`config.mk`:
```
export PLATFORM = sky130hd
export DESIGN_NAME = imask_unit
export DESIGN_NICKNAME = d
export VERILOG_FILES = /design/src/rtl/imask_pkg.sv /design/src/rtl/imask_bits.sv /design/src/rtl/imask_levels.sv /design/src/rtl/imask_select.sv /design/src/rtl/imask_unit.sv
export SDC_FILE = /design/constraint.sdc
export NUM_CORES = 1
export LEC_CHECK = 0
export ABC_AREA = 1
export BUFFER_PORTS_ARGS = -buffer_cell sky130_fd_sc_hd__buf_2
export CAP_MARGIN = 20
export CORE_AREA = 5 5 261 263
export DETAILED_ROUTE_END_ITERATION = 6
export DIE_AREA = 0 0 266 268
export PLACE_DENSITY = 0.59
export RECOVER_POWER = 25
export SLEW_MARGIN = 40
export SYNTH_ARGS = -nofsm -noshare
export SYNTH_HDL_FRONTEND = slang
export SYNTH_SLANG_ARGS = --single-unit
```
`constraint.sdc`:
```
create_clock -name clk -period 56.2 [get_ports clk]
set_input_delay 0 -clock clk [delete_from_list [all_inputs] [get_ports clk]]
set_output_delay 0 -clock clk [all_outputs]
set_load 0.1 [all_outputs]
```
`src/rtl/imask_pkg.sv`:
```
package imask_pkg;

    localparam logic [7:0] SET_ADDR = 8'h40;
    localparam logic [7:0] CLR_ADDR = 8'h41;
    localparam logic [7:0] ALL_CODE = 8'hFF;

    typedef enum logic [1:0] {
        OP_NONE,
        OP_LEVEL,
        OP_SET,
        OP_CLEAR
    } op_e;

    typedef struct packed {
        op_e        op;
        logic [7:0] idx;
        logic [7:0] arg;
    } wcmd_t;

    function automatic wcmd_t decode_write(input logic en, input logic [7:0] addr,
                                           input logic [7:0] data, input logic [7:0] nsrc);
        wcmd_t c;
        c.idx = addr;
        c.arg = data;
        c.op  = OP_NONE;
        if (en) begin
            if (addr < nsrc)           c.op = OP_LEVEL;
            else if (addr == SET_ADDR) c.op = OP_SET;
            else if (addr == CLR_ADDR) c.op = OP_CLEAR;
        end
        return c;
    endfunction

endpackage

```
`src/rtl/imask_bits.sv`:
```
module imask_bits
    import imask_pkg::*;
#(
    parameter int NUM_SRC = 64,
    localparam int SRC_W = $clog2(NUM_SRC)
) (
    input  logic               clk,
    input  logic               rst,
    input  wcmd_t              cmd,
    output logic [NUM_SRC-1:0] mask_q
);
    localparam logic [7:0] LIMIT = 8'(NUM_SRC);

    logic in_range;
    assign in_range = cmd.arg < LIMIT;

    always_ff @(posedge clk) begin
        if (rst) begin
            mask_q <= '1;
        end else if (cmd.op == OP_SET) begin
            if (cmd.arg == ALL_CODE)  mask_q <= '1;
            else if (in_range)        mask_q[cmd.arg[SRC_W-1:0]] <= 1'b1;
        end else if (cmd.op == OP_CLEAR) begin
            if (cmd.arg == ALL_CODE)  mask_q <= '0;
            else if (in_range)        mask_q[cmd.arg[SRC_W-1:0]] <= 1'b0;
        end
    end


    set_one_chk: assert property (@(posedge clk) disable iff (rst)
        (cmd.op == OP_SET && cmd.arg < LIMIT) |=> mask_q[$past(cmd.arg[SRC_W-1:0])]);

    clr_one_chk: assert property (@(posedge clk) disable iff (rst)
        (cmd.op == OP_CLEAR && cmd.arg < LIMIT) |=> !mask_q[$past(cmd.arg[SRC_W-1:0])]);

    set_all_chk: assert property (@(posedge clk) disable iff (rst)
        (cmd.op == OP_SET && cmd.arg == ALL_CODE) |=> (&mask_q));

    clr_all_chk: assert property (@(posedge clk) disable iff (rst)
        (cmd.op == OP_CLEAR && cmd.arg == ALL_CODE) |=> (mask_q == '0));

    ignore_chk: assert property (@(posedge clk) disable iff (rst)
        ((cmd.op == OP_SET || cmd.op == OP_CLEAR) && cmd.arg >= LIMIT && cmd.arg != ALL_CODE)
        |=> $stable(mask_q));
endmodule

```
`src/rtl/imask_levels.sv`:
```
module imask_levels
    import imask_pkg::*;
#(
    parameter int NUM_SRC = 64,
    parameter int LVL_W = 3
) (
    input  logic                          clk,
    input  logic                          rst,
    input  wcmd_t                         cmd,
    output logic [NUM_SRC-1:0][LVL_W-1:0] lvl_q
);
    for (genvar g = 0; g < NUM_SRC; g++) begin : g_lvl
        always_ff @(posedge clk) begin
            if (rst)
                lvl_q[g] <= '0;
            else if (cmd.op == OP_LEVEL && cmd.idx == 8'(g))
                lvl_q[g] <= cmd.arg[LVL_W-1:0];
        end
    end


    lvl_hold_chk: assert property (@(posedge clk) disable iff (rst)
        (cmd.op != OP_LEVEL) |=> $stable(lvl_q));
endmodule

```
`src/rtl/imask_select.sv`:
```
module imask_select #(
    parameter int NUM_SRC = 64,
    parameter int LVL_W = 3,
    localparam int SRC_W = $clog2(NUM_SRC)
) (
    input  logic [NUM_SRC-1:0]            pend,
    input  logic [NUM_SRC-1:0]            mask,
    input  logic [NUM_SRC-1:0][LVL_W-1:0] lvl,
    output logic                          valid,
    output logic [SRC_W-1:0]              src,
    output logic [LVL_W-1:0]              best
);
    always_comb begin
        valid = 1'b0;
        src   = '0;
        best  = '0;
        for (int i = 0; i < NUM_SRC; i++) begin
            if (pend[i] && !mask[i] && lvl[i] > best) begin
                valid = 1'b1;
                src   = SRC_W'(i);
                best  = lvl[i];
            end
        end
    end
endmodule

```
`src/rtl/imask_unit.sv`:
```
module imask_unit
    import imask_pkg::*;
#(
    parameter int NUM_SRC = 64,
    parameter int LVL_W = 3,
    localparam int SRC_W = $clog2(NUM_SRC)
) (
    input  logic               clk,
    input  logic               rst,
    input  logic               wr_en,
    input  logic [7:0]         wr_addr,
    input  logic [7:0]         wr_data,
    input  logic [NUM_SRC-1:0] pend_i,
    input  logic [SRC_W-1:0]   rd_addr,
    output logic [7:0]         rd_level,
    output logic [NUM_SRC-1:0] mask_o,
    output logic               win_valid_o,
    output logic [SRC_W-1:0]   win_src_o,
    output logic [LVL_W-1:0]   win_lvl_o
);
    wcmd_t cmd;
    logic [NUM_SRC-1:0][LVL_W-1:0] lvl;

    assign cmd = decode_write(wr_en, wr_addr, wr_data, 8'(NUM_SRC));

    imask_bits #(.NUM_SRC(NUM_SRC)) u_bits (
        .clk(clk), .rst(rst), .cmd(cmd), .mask_q(mask_o)
    );

    imask_levels #(.NUM_SRC(NUM_SRC), .LVL_W(LVL_W)) u_levels (
        .clk(clk), .rst(rst), .cmd(cmd), .lvl_q(lvl)
    );

    imask_select #(.NUM_SRC(NUM_SRC), .LVL_W(LVL_W)) u_sel (
        .pend(pend_i), .mask(mask_o), .lvl(lvl),
        .valid(win_valid_o), .src(win_src_o), .best(win_lvl_o)
    );

    assign rd_level = 8'(lvl[rd_addr]);


    win_legal_chk: assert property (@(posedge clk) disable iff (rst)
        win_valid_o |-> (pend_i[win_src_o] && !mask_o[win_src_o] && win_lvl_o != '0));

    idle_zero_chk: assert property (@(posedge clk) disable iff (rst)
        !win_valid_o |-> (win_src_o == '0 && win_lvl_o == '0));

    reset_mask_chk: assert property (@(posedge clk)
        $past(rst) |-> (&mask_o && !win_valid_o));
endmodule

```
==> results_tabular.tex, run 1 <==
\begin{tabular}{lr}
\hline
Metric & Value \\
\hline
\multicolumn{2}{l}{\textbf{Status}} \\
Status & complete, but fails checks \\
Violations in the final reports & setup timing \\
\multicolumn{2}{l}{\textbf{Routing}} \\
Post-detailed-routing wire length & 82,600 microns \\
Via/cell ratio & 5.12 \\
Number of DRC violations after detailed routing & 0 \\
DRC violation total after the first TritonRoute iteration & 2,059 \\
Number of nets with antenna violations after detailed routing & 0 \\
DR vias & approximately 23,000 \\
Pre-Repair DR Iteration Count & 6 \\
Detail-routed net length per standard cell & roughly 18 microns \\
\multicolumn{2}{l}{\textbf{Floorplanning}} \\
Die outline area & 71,300 sq um \\
IO Pins & 171 \\
Initial Utilization & 0.296 \\
FP Rows & 94 \\
Chip width & around 270 microns \\
Core outline area & 65,400 sq um \\
Overall die height & 268 microns \\
\multicolumn{2}{l}{\textbf{Cells and area}} \\
Post-layout net count & 3,732 \\
Area growth from synthesis to final layout & 44.2\% \\
Core occupancy in the finished layout & 0.427 \\
Number of inserted filler cells in the final layout & 6,676 \\
Fraction of layout cells with a size suffix above 1 & 0.343 \\
Post-route cell area & 27,900 sq um \\
\multicolumn{2}{l}{\textbf{Yosys}} \\
YS warnings & 0 \\
Dominant synthesized flop cell & sky130\_fd\_sc\_hd\_\_dfxtp\_1 \\
Multiplexer share of the synthesized area & 0 \\
Syn Area/Cell & 6.42 sq um \\
Share of flip-flops with an asynchronous set or reset after synthesis & 0 \\
Simple-Gate Fraction of Synth Area & 0.283 \\
Cell area after synthesis & 19,400 sq um \\
Post-Synthesis Cells & 3,020 \\
Share of synthesized cell area in full adder, half adder and majority cells & 0.0439 \\
EDFF count, synth & 0 \\
Proportion of synthesized chip area in sequential cells & 0.264 \\
Number of distinct standard cells referenced by the synthesized netlist & 54 \\
Synth Area in XOR/XNOR & 0 \\
Fraction of the mapped netlist area in compound gates & 0.299 \\
Number of synthesized register bits & 256 \\
Largest family of logic cells by synthesized area & compound AO/OA/AOI/OAI gates \\
\multicolumn{2}{l}{\textbf{Timing}} \\
Final setup violation count & 2 \\
Sum Neg Setup Slack & -0.0107 ns \\
Fmax & 17.8 MHz \\
Worst clock skew on the final layout & 0 ns \\
Worst hold-check slack & about 0.04 ns \\
Worst-case headroom to the max-slew limit & 0.106 \\
Final count of hold timing violations & 0 \\
Transition time at the pin with the least slew margin & 1.35 ns \\
Shortest period the worst path allows & 56.21 ns \\
Share of the clock period used by the worst path & 1.00 \\
Setup repair after global routing missed its margin & true \\
Pins Over Slew Limit & 0 \\
Slack of the critical path & -0.00611 ns \\
\multicolumn{2}{l}{\textbf{Critical path}} \\
CP top delay family & simple AND/OR/NAND/NOR gates \\
Critical Path Fanout Max & 5 \\
Critical path endpoint category & output port \\
Slowest cell on the critical path & sky130\_fd\_sc\_hd\_\_o32a\_2 \\
Setup CP Type & reg2out \\
Crit path top cell by count & sky130\_fd\_sc\_hd\_\_nand2\_4 \\
Arrival time at the worst endpoint & 56.21 ns \\
Highest cell delay on the worst timing path & 0.37 ns \\
Startpoint class of the critical path & flop \\
Crit path required time & 56.20 ns \\
Buffers \& Inverters on Critical Path & 24 \\
Register-to-Register Setup Slack & 55.32 ns \\
\multicolumn{2}{l}{\textbf{Power and ir drop}} \\
LEAKAGE & 0.0124 uW \\
Power density over the cells & approximately 16 nW/um\^{}2 \\
Worst VDD drop & 0.0000158 V \\
\multicolumn{2}{l}{\textbf{Placed design}} \\
Placed cell areas & between 20,000 and 25,000 sq um \\
Worst setup timing slack at the placement stage & -3.62 ns \\
Weighted congestion at the end of routability-driven global placement & 0.919 \\
Number of port buffers & $\sim$170 \\
DPL Wire Length & 55,400 microns \\
\multicolumn{2}{l}{\textbf{CTS}} \\
Library cell used as clock root buffer & sky130\_fd\_sc\_hd\_\_clkbuf\_16 \\
Clock Latency Late Sink & 0.60 ns \\
CTS tree & done \\
CTS sink count & 256 \\
CTS buffer count & 31 \\
Maximum buffer depth of the clock tree & 3 \\
H-tree depth & 1 \\
Clock transition time at the flip-flop clock pins of the worst setup and hold paths & 0.06 ns \\
\multicolumn{2}{l}{\textbf{Global route}} \\
Global routing usage summed across all routing layers & 0.212 \\
Maximum number of pins on one net before global-route repair & 104 \\
First-pass GRT wire length & 120,000 microns \\
Via count of the first global-routing pass & 20,900 \\
Congestion Overflow GR & 0 \\
Number of antenna violations at the first check in global routing & 11 \\
\multicolumn{2}{l}{\textbf{Job}} \\
Max cap viols & 0 \\
\multicolumn{2}{l}{\textbf{Worst hold path}} \\
Min-delay worst type & in2reg \\
\hline
\end{tabular}
[logic make-up after synthesis]
| family | after synthesis |
|---|---|
| DFF | 256 |
| other | 1 |
| and+or+nand+nor | 1122 |
| buffers and inverters | 537 |
| adders and majority gates | 68 |
| AOI/OAI and AO/OA | 1036 |
[sequential cells by signal, indices dropped and copies added (netlist names)]
register        cells
u_bits.mask_q      64
u_levels.lvl_q    192
[worst register-to-register path: stages, from the launching register on]
cell and delay (ns):
sky130_fd_sc_hd__dfxtp_1 0.50, sky130_fd_sc_hd__o21ai_0 0.14, sky130_fd_sc_hd__a21oi_1 0.16
[synthesized netlist by cell type, types with 3 or more instances]
library cell               count  area (sq um)
sky130_fd_sc_hd__nand3_2      52           521
sky130_fd_sc_hd__inv_1       379          1420
sky130_fd_sc_hd__o311ai_0      5          43.8
sky130_fd_sc_hd__nand2_2     153           957
sky130_fd_sc_hd__o21ai_2       7          61.3
sky130_fd_sc_hd__nand2_1     494          1850
sky130_fd_sc_hd__inv_2        26          97.6
sky130_fd_sc_hd__nand2_4      27           304
sky130_fd_sc_hd__o21ai_1       9          45.0
sky130_fd_sc_hd__bufinv_8      7           123
sky130_fd_sc_hd__or2_2         8          50.1
sky130_fd_sc_hd__clkinv_1      9          33.8
sky130_fd_sc_hd__a31oi_1       9          56.3
sky130_fd_sc_hd__o21ai_0     533          2670
sky130_fd_sc_hd__dfxtp_1     256          5120
sky130_fd_sc_hd__a211oi_4      6           120
sky130_fd_sc_hd__a211oi_2      4          50.1
sky130_fd_sc_hd__o211ai_2      6          75.1
sky130_fd_sc_hd__o31ai_1      12          90.1
sky130_fd_sc_hd__o32ai_1      10          87.6
sky130_fd_sc_hd__a21oi_1     341          1710
sky130_fd_sc_hd__clkbuf_1    104           390
sky130_fd_sc_hd__nor2_1      154           578
sky130_fd_sc_hd__o21bai_1      5          37.5
sky130_fd_sc_hd__ha_1         68           851
sky130_fd_sc_hd__nor3_1       48           240
sky130_fd_sc_hd__o221ai_1      5          43.8
sky130_fd_sc_hd__buf_1         6          22.5
sky130_fd_sc_hd__buf_4         5          37.5
sky130_fd_sc_hd__a21oi_2       7          61.3
sky130_fd_sc_hd__o211ai_1     13          97.6
sky130_fd_sc_hd__nand4_1       8          50.1
sky130_fd_sc_hd__nand3_1     171           856
sky130_fd_sc_hd__a211oi_1     23           173
sky130_fd_sc_hd__o22ai_1       3          18.8
sky130_fd_sc_hd__a221oi_1     24           210
[worst paths after layout]
kind,startpoint,end,cells after the start
min reg2reg,u_bits.mask_q[44],u_bits.mask_q[44],2
max reg2reg,u_levels.lvl_q[190],u_levels.lvl_q[190],2
min,wr_addr[0],u_levels.lvl_q[155],6
max,u_levels.lvl_q[2],win_src_o[4],424
[where the power goes]
part | internal, uW | switching, uW
sequential | 182 | 0.141
combinational | 8.57 | 29.6
clock | 126 | 88.8
total | 316 | 119
[per-layer routing]
layer / global-route usage / share of wire / vias to the layer above
met5: 0 / 0.00076 / -
met4: 0.0665 / 0.036 / 12
met3: 0.0277 / 0.074 / 163
met2: 0.349 / 0.46 / 849
met1: 0.290 / 0.43 / 10600
li1: - / - / 11300
[placed cells by master (no fill, tap or decap), drive strengths merged, types with 68 or more instances in the layout]
cell type,n
a21oi,349
buf,556
clkbuf,109
dfxtp,256
ha,68
inv,412
nand2,674
nand3,225
nor2,155
o21ai,549
[metrics by stage]
step / std cells / power (uW)
3_5_place_dp: 4220 / 222
6_report: 4469 / 434
4_1_cts: 4384 / 436
2_1_floorplan: 3024 / 206
3_3_place_gp: 4220 / 221
5_1_grt: 4465 / 446
[layout make-up]
| cell class | instances | area, sq um | share of cell area |
|---|---|---|---|
| clock buffer | 42 | 867 | 0.0310 |
| clock inverter | 15 | 183 | 0.00654 |
| sequential | 256 | 5130 | 0.184 |
| antenna | 6 | 15.0 | 0.000537 |
| inverter | 422 | 1700 | 0.0607 |
| tap | 864 | 1080 | 0.0387 |
| multi-input combinational | 2231 | 14500 | 0.520 |
| timing repair buffer | 633 | 4450 | 0.159 |
[repair_timing]
| item | in CTS | in global routing |
|---|---|---|
| endpoints found under the hold margin | 43 | 0 |
| gates cloned | 0 | 0 |
| gates resized for setup | 265 | 207 |
| pin swaps | 160 | 245 |
| hold buffers | 10 | 0 |
| buffers inserted | 97 | 79 |
| endpoints found under the setup margin | 10 | 10 |
No activity file was read; power rests on OpenSTA's default activity.
==> inputs of run 2 (changes only) <==
CORE_AREA = 5 5 224 226   (was 5 5 261 263)
DIE_AREA = 0 0 229 231   (was 0 0 266 268)
PLACE_DENSITY = 0.72   (was 0.59)
==> run 2 against run 1 <==
  * The flow finishes with violations (capacitance limit, slew limit, setup timing)
  * Largest cell class unchanged
  * Core utilization up 14 points
  * Clock skew stayed put
  * Non-clock buffer count shrank 41
  * Critical path type unchanged
==> results_tabular.tex, run 2 (synthesis gave the netlist of run 1 again) <==
\begin{tabular}{lr}
\hline
Metric & Value \\
\hline
\multicolumn{2}{l}{\textbf{Critical path}} \\
Register-to-Register Setup Slack & 55.18 ns (-0.14 ns) \\
Arrival time at the worst endpoint & 57.48 ns (+1.27 ns) \\
Crit path top cell by count & sky130\_fd\_sc\_hd\_\_nand2\_4 \\
Slowest cell on the critical path & sky130\_fd\_sc\_hd\_\_o32a\_1 \\
Critical Path Fanout Max & 5 (unchanged) \\
Startpoint class of the critical path & flop \\
Setup CP Type & reg2out \\
Critical path endpoint category & output port \\
Crit path required time & 56.20 ns (about the same) \\
Highest cell delay on the worst timing path & 0.36 ns (about the same) \\
\multicolumn{2}{l}{\textbf{Cells and area}} \\
Total area of multi-input combinational cells & 14,600 sq um (+0.58\%) \\
Fraction of layout cells with a size suffix above 1 & 0.338 (-0.00523) \\
Highest-count cells in the layout ignoring fill and taps & sky130\_fd\_sc\_hd\_\_o21ai\_0 (424), sky130\_fd\_sc\_hd\_\_nand2\_1 (418), sky130\_fd\_sc\_hd\_\_buf\_4 (418) \\
Area growth from synthesis to final layout & 41.0\% \\
Number of inserted filler cells in the final layout & 4,132 (-38\%) \\
Non-filler instance count after layout & 4,188 (-6.3\%) \\
Post-layout net count & 3,691 (-1.1\%) \\
Sequential cell area & 5130 sq um (unchanged) \\
Flip-flop count of the largest register, all copies and words added & 192 (unchanged) \\
Biggest register & u\_levels.lvl\_q \\
Registers with the most flip-flops & u\_levels.lvl\_q: 192 flops, u\_bits.mask\_q: 64 flops \\
Leading cell type in the layout, fill and taps excluded & sky130\_fd\_sc\_hd\_\_o21ai\_0 \\
\multicolumn{2}{l}{\textbf{Routing}} \\
DRC violation total after the first TritonRoute iteration & 2,818 (+37\%) \\
Post-detailed-routing wire length & 82,500 microns (-0.14\%) \\
Pre-Repair DR Iteration Count & 6 (unchanged) \\
Via/cell ratio & 5.77 (+13\%) \\
Number of DRC violations after detailed routing & 0 (unchanged) \\
Number of nets with antenna violations after detailed routing & 0 (unchanged) \\
Detail-routed net length per standard cell & 19.7 microns (+6.6\%) \\
DR vias & 24,200 (+5.5\%) \\
\multicolumn{2}{l}{\textbf{Worst hold path}} \\
Min-delay worst type & in2reg \\
\multicolumn{2}{l}{\textbf{Power and ir drop}} \\
Sequential fraction of design power & 0.434 (+0.016) \\
Clock Power Share & 0.475 (-0.019) \\
Switching Fraction & 0.282 (+0.00932) \\
Final Total Pwr & 419 uW (-3.6\%) \\
Fraction of power consumed by combinational cells & 0.091 (+0.003) \\
Worst VDD drop & 0.0000244 V (+55\%) \\
Internal power contribution & 301 uW (-4.8\%) \\
Power density over the cells & 15.3 nW/um\^{}2 (-1.5\%) \\
Sw power & 118 uW (-0.31\%) \\
LEAKAGE & 0.0121 uW (-2.3\%) \\
\multicolumn{2}{l}{\textbf{Floorplanning}} \\
Die outline area & 52,900 sq um (-26\%) \\
Chip width & 229 microns (-14\%) \\
IO Pins & 171 (unchanged) \\
Initial Utilization & 0.403 (+0.106) \\
Core outline area & 48,100 sq um (-26\%) \\
FP Rows & 81 (-14\%) \\
Overall die height & 231 microns (-14\%) \\
\multicolumn{2}{l}{\textbf{Placed design}} \\
Weighted congestion at the end of routability-driven global placement & 0.973 (+5.9\%) \\
DP Cell Count & 3,948 (-6.4\%) \\
DPL Wire Length & 50,900 microns (-8.0\%) \\
Number of port buffers & 165 (unchanged) \\
\multicolumn{2}{l}{\textbf{Global route}} \\
Global routing usage on met2 & 0.430 (+0.0814) \\
Global routing usage summed across all routing layers & 0.271 (+0.0589) \\
Maximum number of pins on one net before global-route repair & 181 (+74\%) \\
Congestion Overflow GR & 0 (unchanged) \\
Most heavily used metal layer in global routing & met2 \\
First-pass GRT wire length & 116,000 microns (-2.8\%) \\
GR Layer Usage met1 & 0.350 (+0.0599) \\
Number of antenna violations at the first check in global routing & 8 (-3) \\
M3 GR Usage & 0.0539 (+0.0261) \\
Via count of the first global-routing pass & 21,400 (+2.5\%) \\
\multicolumn{2}{l}{\textbf{Timing}} \\
Final setup violation count & 10 (+8) \\
Slack of the critical path & -1.28 ns (-1.27 ns) \\
Fmax & 17.4 MHz (-2.2\%) \\
Share of the clock period used by the worst path & 1.02 (+0.0227) \\
Transition time at the pin with the least slew margin & 5.49 ns (+4.14 ns) \\
Pins Over Slew Limit & 181 (+181) \\
Worst clock skew on the final layout & 0 ns (unchanged) \\
Setup repair after global routing missed its margin & true \\
Worst-case headroom to the max-slew limit & -2.68 (-2.78) \\
Final count of hold timing violations & 0 (unchanged) \\
Shortest period the worst path allows & 57.48 ns (+1.27 ns) \\
\multicolumn{2}{l}{\textbf{CTS}} \\
CTS tree & done \\
Clock Latency Late Sink & 0.60 ns (about the same) \\
Library cell used as clock root buffer & sky130\_fd\_sc\_hd\_\_clkbuf\_16 \\
H-tree depth & 1 (unchanged) \\
CTS buffer count & 31 (unchanged) \\
Clock transition time at the flip-flop clock pins of the worst setup and hold paths & 0.06 ns (about the same) \\
CTS sink count & 256 (unchanged) \\
Maximum buffer depth of the clock tree & 3 (unchanged) \\
\multicolumn{2}{l}{\textbf{Status}} \\
Violations in the final reports & capacitance limit, slew limit, setup timing \\
Status & complete, but fails checks \\
\multicolumn{2}{l}{\textbf{Job}} \\
Max cap viols & 1 (+1) \\
\hline
\end{tabular}
## run 2: changes by cell type in the layout (fill, tap and decap cells not counted), moves of 3 or more
cell	before	now
sky130_fd_sc_hd__buf_4	457	418
sky130_fd_sc_hd__clkbuf_1	73	68
sky130_fd_sc_hd__nand3_2	60	65
sky130_fd_sc_hd__buf_2	86	90
sky130_fd_sc_hd__bufinv_16	4	0
sky130_fd_sc_hd__o21ai_4	47	51
sky130_fd_sc_hd__a21oi_1	327	330
sky130_fd_sc_hd__a21oi_2	21	18
sky130_fd_sc_hd__clkinvlp_4	0	3
sky130_fd_sc_hd__diode_2	6	9
sky130_fd_sc_hd__inv_2	43	40
sky130_fd_sc_hd__nand3_1	159	156
sky130_fd_sc_hd__nor2_4	4	7
## run 2: layout make-up
type,instances,area share
clock buffers,42,0.0325
inverters,422,0.0619
well taps,622,0.0285
diodes,9,0.000824
flip-flops and latches,256,0.188
clock inverters,14,0.00302
multi-input cells,2231,0.534
repair buffers,592,0.151
## run 2: path summary, 6_finish.rpt
check | from | depth (start not counted) | end
worst min-delay path | wr_addr[1] | 6 | u_levels.lvl_q[188]
worst min register to register | u_levels.lvl_q[2] | 2 | u_levels.lvl_q[2]
worst max register to register | u_levels.lvl_q[5] | 3 | u_levels.lvl_q[5]
worst max-delay path | u_levels.lvl_q[1] | 429 | win_src_o[4]
## run 2: metal layers
| layer | wire length [microns] | up-vias |
|---|---|---|
| li1 | - | 11200 |
| met1 | 31700 | 11200 |
| met2 | 36900 | 1408 |
| met3 | 8750 | 317 |
| met4 | 5130 | 2 |
| met5 | 7 | - |
## run 2: worst max-delay path: cells and delay by family, from the launching register on
kind                       cells  cell delay (ns)
DFF                            1             0.31
and+or+nand+nor              222            21.13
buffers and inverters         28             2.88
adders and majority gates     63            15.81
AOI/OAI and AO/OA            116            16.61
## run 2: through the flow
stage	setup slack (ns)	hold WS, ns	util	setup TNS, ns	cell area [sq um]
6_report	-1.28	0.0372	0.568	-12.18	27300
3_5_place_dp	-3.01	0.442	0.472	-29.48	22700
3_3_place_gp	-1.79	0.434	0.471	-17.35	22700
4_1_cts	0.0303	0.0172	0.530	0	25500
5_1_grt	-3.77	0.102	0.567	-37.13	27300
2_1_floorplan	-0.259	0.210	-	-0.350	19500
## run 2: power groups by stage
stage	Sequential [uW]	Clock [uW]	Combinational, uW
global route	182	206	39.7
global placement	186	0	33.8
detailed placement	186	0	34.2
floorplan	186	0	20.6
finish	182	199	38.2
CTS	182	198	35.1
## run 2: repair_timing
item / CTS / global route
pin swaps: 148 / 271
setup endpoints to repair: 10 / 10
endpoints found under the hold margin: 70 / 0
buffers inserted: 90 / 76
gates resized for setup: 255 / 229
hold buffers: 9 / 0
